$ cat config.mk
export PLATFORM = sky130hd
export DESIGN_NAME = bcs_branch_seq
export DESIGN_NICKNAME = d
export VERILOG_FILES = /design/src/rtl/bcs_pkg.sv /design/src/rtl/bcs_cond_eval.sv /design/src/rtl/bcs_target.sv /design/src/rtl/bcs_step_prog.sv /design/src/rtl/bcs_branch_seq.sv
export SDC_FILE = /design/constraint.sdc
export NUM_CORES = 1
export LEC_CHECK = 0
export ABC_AREA = 1
export BUFFER_PORTS_ARGS = -buffer_cell sky130_fd_sc_hd__buf_4
export CORE_MARGIN = 2
export CORE_UTILIZATION = 30
export DETAILED_ROUTE_END_ITERATION = 12
export PLACE_DENSITY_LB_ADDON = 0.25
export SYNTH_ARGS = -nofsm -noshare
export SYNTH_HDL_FRONTEND = slang
export SYNTH_SLANG_ARGS = --single-unit
$ cat constraint.sdc
create_clock -name clk -period 2.2 [get_ports clk]
set_clock_uncertainty 0.15 [all_clocks]
set_input_delay 0.22 -clock clk [delete_from_list [all_inputs] [get_ports clk]]
set_output_delay 0.22 -clock clk [all_outputs]
set_load 0.02 [all_outputs]
$ cat src/rtl/bcs_pkg.sv
package bcs_pkg;
   typedef enum logic [1:0] {
      TK_IDLE1 = 2'd0,
      TK_IDLE2 = 2'd1,
      TK_FETCH = 2'd2
   } step_tok_e;

   typedef enum logic [1:0] {
      SQ_IDLE,
      SQ_EMIT,
      SQ_DONE
   } seq_state_e;

   localparam int unsigned MAX_STEPS = 3;
   localparam int unsigned OPC_W     = 16;
endpackage

$ cat src/rtl/bcs_cond_eval.sv
module bcs_cond_eval (
   input  logic [3:0] code,
   input  logic       n,
   input  logic       z,
   input  logic       v,
   input  logic       c,
   output logic       pass
);
   logic base;
   logic nv_eq;

   assign nv_eq = ~(n ^ v);

   // Odd codes are the complement of the even code below them.
   always_comb begin
      unique case (code[3:1])
         3'd0:    base = 1'b1;
         3'd1:    base = ~c & ~z;
         3'd2:    base = ~c;
         3'd3:    base = ~z;
         3'd4:    base = ~v;
         3'd5:    base = ~n;
         3'd6:    base = nv_eq;
         default: base = ~z & nv_eq;
      endcase
      pass = base ^ code[0];
   end
endmodule

$ cat src/rtl/bcs_target.sv
module bcs_target #(
   parameter int AW    = 32,
   parameter int EXT_W = 16
) (
   input  logic [AW-1:0]    pc,
   input  logic [7:0]       disp8,
   input  logic [EXT_W-1:0] ext,
   input  logic             word_form,
   input  logic             take,
   output logic [AW-1:0]    next_pc
);
   localparam int SKIP = EXT_W / 8;

   logic [AW-1:0] off_byte;
   logic [AW-1:0] off_word;

   assign off_byte = {{(AW-8){disp8[7]}}, disp8};

   generate
      if (AW > EXT_W) begin : g_wide
         assign off_word = {{(AW-EXT_W){ext[EXT_W-1]}}, ext};
      end else begin : g_exact
         assign off_word = ext;
      end
   endgenerate

   always_comb begin
      if (take)
         next_pc = pc + (word_form ? off_word : off_byte);
      else if (word_form)
         next_pc = pc + AW'(SKIP);
      else
         next_pc = pc;
   end
endmodule

$ cat src/rtl/bcs_step_prog.sv
module bcs_step_prog
   import bcs_pkg::*;
#(
   parameter int IW = 2
) (
   input  logic [IW-1:0] idx,
   input  logic          take,
   input  logic          word_form,
   output step_tok_e     kind,
   output logic          last
);
   logic [IW-1:0] last_idx;

   always_comb begin
      if (idx == '0)
         kind = take ? TK_IDLE1 : TK_IDLE2;
      else
         kind = TK_FETCH;
      last_idx = (!take && !word_form) ? IW'(1) : IW'(MAX_STEPS - 1);
      last     = (idx == last_idx);
   end
endmodule

$ cat src/rtl/bcs_branch_seq.sv
module bcs_branch_seq
   import bcs_pkg::*;
#(
   parameter int AW    = 32,
   parameter int EXT_W = 16
) (
   input  logic             clk,
   input  logic             rst_n,
   input  logic             start,
   input  logic [15:0]      opcode,
   input  logic [AW-1:0]    pc_in,
   input  logic [EXT_W-1:0] ext_word,
   input  logic             flag_n,
   input  logic             flag_z,
   input  logic             flag_v,
   input  logic             flag_c,
   output logic             tok_valid,
   input  logic             tok_ready,
   output logic [1:0]       tok_kind,
   output logic             done,
   output logic [AW-1:0]    new_pc,
   output logic             taken
);
   localparam int IW = $clog2(MAX_STEPS);

   generate
      if (AW < 16 || AW > 64) begin : g_bad_aw
         $error("bcs_branch_seq: AW must lie in 16..64");
      end
      if (EXT_W < 16 || EXT_W > AW || (EXT_W % 8) != 0) begin : g_bad_ext
         $error("bcs_branch_seq: EXT_W must be a byte multiple in 16..AW");
      end
   endgenerate

   seq_state_e    state_q;
   logic [IW-1:0] idx_q;
   logic          taken_q;
   logic          wf_q;
   logic [AW-1:0] pc_q;

   logic          word_form;
   logic          cond_pass;
   logic [AW-1:0] next_pc;
   logic          accept;
   step_tok_e     kind;
   logic          last;

   assign word_form = (opcode[7:0] == 8'h00) || (opcode[7:0] == 8'hFF);
   assign accept    = start && (state_q != SQ_EMIT);

   bcs_cond_eval u_cond (
      .code (opcode[11:8]),
      .n    (flag_n),
      .z    (flag_z),
      .v    (flag_v),
      .c    (flag_c),
      .pass (cond_pass)
   );

   bcs_target #(.AW(AW), .EXT_W(EXT_W)) u_target (
      .pc        (pc_in),
      .disp8     (opcode[7:0]),
      .ext       (ext_word),
      .word_form (word_form),
      .take      (cond_pass),
      .next_pc   (next_pc)
   );

   bcs_step_prog #(.IW(IW)) u_prog (
      .idx       (idx_q),
      .take      (taken_q),
      .word_form (wf_q),
      .kind      (kind),
      .last      (last)
   );

   always_ff @(posedge clk or negedge rst_n) begin
      if (!rst_n) begin
         state_q <= SQ_IDLE;
         idx_q   <= '0;
         taken_q <= 1'b0;
         wf_q    <= 1'b0;
         pc_q    <= '0;
      end else begin
         if (accept) begin
            state_q <= SQ_EMIT;
            idx_q   <= '0;
            taken_q <= cond_pass;
            wf_q    <= word_form;
            pc_q    <= next_pc;
         end else begin
            unique case (state_q)
               SQ_EMIT: begin
                  if (tok_ready) begin
                     if (last) state_q <= SQ_DONE;
                     else      idx_q   <= idx_q + IW'(1);
                  end
               end
               SQ_DONE: state_q <= SQ_IDLE;
               default: state_q <= SQ_IDLE;
            endcase
         end
      end
   end

   assign tok_valid = (state_q == SQ_EMIT);
   assign done      = (state_q == SQ_DONE);
   assign tok_kind  = kind;
   assign new_pc    = pc_q;
   assign taken     = taken_q;

   AST_TOK_HOLD: assert property (@(posedge clk) disable iff (!rst_n)
      tok_valid && !tok_ready |=> tok_valid && $stable(tok_kind));
   AST_DONE_ONE: assert property (@(posedge clk) disable iff (!rst_n)
      done |=> !done);
   AST_DONE_QUIET: assert property (@(posedge clk) disable iff (!rst_n)
      done |-> !tok_valid);
   AST_END_DONE: assert property (@(posedge clk) disable iff (!rst_n)
      $fell(tok_valid) |-> done);
   AST_BUSY_IGNORE: assert property (@(posedge clk) disable iff (!rst_n)
      tok_valid && start |=> $stable(new_pc) && $stable(taken));
   AST_RESULT_HOLD: assert property (@(posedge clk) disable iff (!rst_n)
      !start |=> $stable(new_pc) && $stable(taken));
   AST_TOK_LEGAL: assert property (@(posedge clk) disable iff (!rst_n)
      tok_valid |-> tok_kind != 2'd3);
   AST_FIRST_IDLE: assert property (@(posedge clk) disable iff (!rst_n)
      $rose(tok_valid) |-> tok_kind != 2'd2);
endmodule

==> reports/metrics.cfg <==
[detailed_routing]
drc = 0
vias = 7063
wl_per_cell_um = 15.8
dr.pass1.iters = 5
drt-initial-drc-count = 427
antenna_left = 0
wl_um = 23100
vias_per_cell = 4.82

[sta]
slew_viol_final = 0
setup_viol = 28
fmax_mhz = 408
holdWs_ps = 20.0
hold_viol = 0
rsz0062_at_grt = true
period_share_pct = 111
fin_ws_ps = -249
worstMarginPinSlew_ps = 571
post-route-min-period_ps = 2450
slew_headroom_pct = 61.9

[final_layout]
n_antenna_cell = 0
syn2layout_area_growth_pct = 55.2
final_cell_area_mm2 = 0.00886
final_nets = 1337
nFillCells = 1874
drive_gt1_share_pct = 37.4

[cts]
cts_buffers = 5
cts-root-buf = clkbuf_16
htree_levels = 2
cts_buffer_depth = 2
cts_tree = yes
insertion_delay_ps = 290
cts.clk_slew.worst_paths_ps = 60
numClockSinks = 38

[placed_design]
portBuffers = 104
gp_congestion = 0.972
place_area_mm2 = 0.00740
hpwl_um = 18200

[critical_path]
worstRegToRegCells = 7
cp_slowest_cell = ha_4
cp-end-kind = flip-flop
cp_data_required_time_ps = 2220
cp-startpoint = opcode[5]
timing.rr.end = new_pc[29]$_DFFE_PN0P_
crit_end = new_pc[25]$_DFFE_PN0P_
worstPathCellList = buf_8 > nor2_4 > nand2_2 > o21ai_4 > inv_4 > buf_12 > buf_6 > o21ai_2 > inv_2 > ha_4 > buf_6 > nand2_8 > nor2_4 > buf_4 > buf_6 > nand2_2 > nor2_4 > nand2_2 > nand3_2 > nand2_1 > nand3_2 > a21oi_2
crit_buf_inv = 8
worst-path-stages = 22
slowest_delay_ps = 290
worstPathMaxFanout = 5
crit_arrival_ps = 2470
crit_family = buffers and inverters
critPathLaunchType = input port
r2r_start = state_q[0]$_DFFE_PN0P_
reg2reg_slack_ps = 440
setup.worst_path.class = in -> reg

[synthesis]
synth-seq-cells = 38
synth_top_cell_area_share_pct = 28.9
postSynth.asyncResetShare_pct = 100
syn-num-nets = 1149
synth.most_common_cell = nand2_1
synth_cells = 1043
synth.avg_cell_area_um2 = 5.48
yosys_warnings = 0
synth_common_cells = nand2_1, inv_1, nor2_1, nand3_1, dfrtp_1
synth_top_area_cell = nand2_1
synth_cell_types = 43
synthTopCellsByArea = nand2_1, dfrtp_1, inv_1
seq_area_frac_synth_pct = 16.6
netlist_area_mm2 = 0.00571
synthFlopType = dfrtp_1
synth_edf_count = 0

[power_and_ir_drop]
power_density_mw_per_mm2 = 653
leakage_nw = 4.62
ir_drop_mv = 0.418
power.total_w = 0.00578

[floorplan]
fp.coreArea_mm2 = 0.0187
die-area_mm2 = 0.0202
rows = 50
ios = 109
start_util_pct = 30.5
die_h_um = 142
die_x_um = 142

[global_routing]
grt_max_degree = 39
grt-ovfl-total = 0
grt_pass1_vias = 6759
grt_pass1_wl_um = 35800
antenna_found_initial = 0
grt_usage_pct = 22.8

[job]
maxCapViolCount = 0

[worst_hold_path]
hp-class = in -> reg

[run_status]
violations = negative setup slack
status = complete, but fails checks

[what timing repair did]
action | CTS | global route
setup buffers | 13 | 9
hold endpoints to repair | 38 | 0
hold buffers | 1 | 0
pin swaps | 73 | 80
endpoints found under the setup margin | 29 | 30
gates cloned | 2 | 1
resized for setup | 148 | 121
[cell usage in the layout, fill, tap and decap left out, drive strengths merged]
cell and n:
nor4 2, nand4 5, nor2 134, dlygate4sd3 1, o21ai 35, inv 157, xnor2 10, ha 33
o211ai 4, buf 199, and3 2, nand2 451, fa 1, o22ai 1, o21a 1, clkinv 1
and2 1, nor3 7, a21boi 2, clkbuf 5, dfrtp 38, nand3 61, a21o 1, bufinv 2
xor2 16, or2 1, a21oi 39, o21bai 2, nand3b 20
[per-layer routing]
metal  global-route usage, %  vias up  share of wire (%)
li1                        -     3602                  -
met1                    33.3     3233                 48
met2                    35.9      196                 44
met3                    1.99       32                5.5
met4                    6.58        0                2.4
met5                       0        -                  0
[logic make-up (layout without fill, tap and decap cells)]
family / Yosys count / count (layout) / share of synthesized area [%]
simple gates: 684 / 684 / 50.3
fa+ha+maj: 34 / 34 / 7.58
flops: 38 / 38 / 16.6
xor+xnor: 26 / 26 / 4.12
buf+inv: 176 / 365 / 12.6
compound gates: 85 / 85 / 8.83
[report_power, final]
group / switching, W / total [W] / internal [W]
Combinational: 0.00211 / 0.00356 / 0.00145
Sequential: 0.000214 / 0.00125 / 0.00104
Clock: 0.000321 / 0.000973 / 0.000652
[final cells by class]
type                    count  area [µm²]  share of cell area (%)
clock inverters             3        68.8                   0.776
well taps                 234         293                    3.30
clock buffers               5         125                    1.41
multi-input cells         829        5190                    58.6
flip-flops and latches     38         951                    10.7
repair buffers            200        1640                    18.5
inverters                 157         599                    6.76
[through the flow]
stage | instances | TNS, ps | worst slack [ps] | util (%)
2_1_floorplan | 1043 | -7480 | -402 | -
3_3_place_gp | 1435 | -16130 | -1010 | 39.6
3_5_place_dp | 1435 | -16810 | -1000 | 39.6
4_1_cts | 1458 | -5330 | -265 | 44.8
5_1_grt | 1466 | -8860 | -394 | 47.4
6_report | 1466 | -4930 | -249 | 47.4
[worst min-delay path, cell delays in order]
cell and delay (ps):
buf_4 80, o22ai_1 70, inv_1 50
[flip-flops by register name (all words and copies together) (netlist names)]
register,cells
wf_q,1
taken,1
state_q,2
idx_q,2
new_pc,32
[worst min-delay path by stage]
| stage | cells past startpoint | startpoint | slack (ps) | endpoint |
|---|---|---|---|---|
| after floorplan | 0 | rst_n | -230 | idx_q[0]$_DFFE_PN0P_ |
| after global placement | 1 | rst_n | 80 | new_pc[2]$_DFFE_PN0P_ |
| after detailed placement | 1 | rst_n | 80 | new_pc[2]$_DFFE_PN0P_ |
| after CTS | 3 | start | 20 | state_q[0]$_DFFE_PN0P_ |
| after global routing | 3 | start | 40 | state_q[0]$_DFFE_PN0P_ |
| final | 3 | start | 20 | state_q[0]$_DFFE_PN0P_ |
Power figures use the tool's default switching activity.
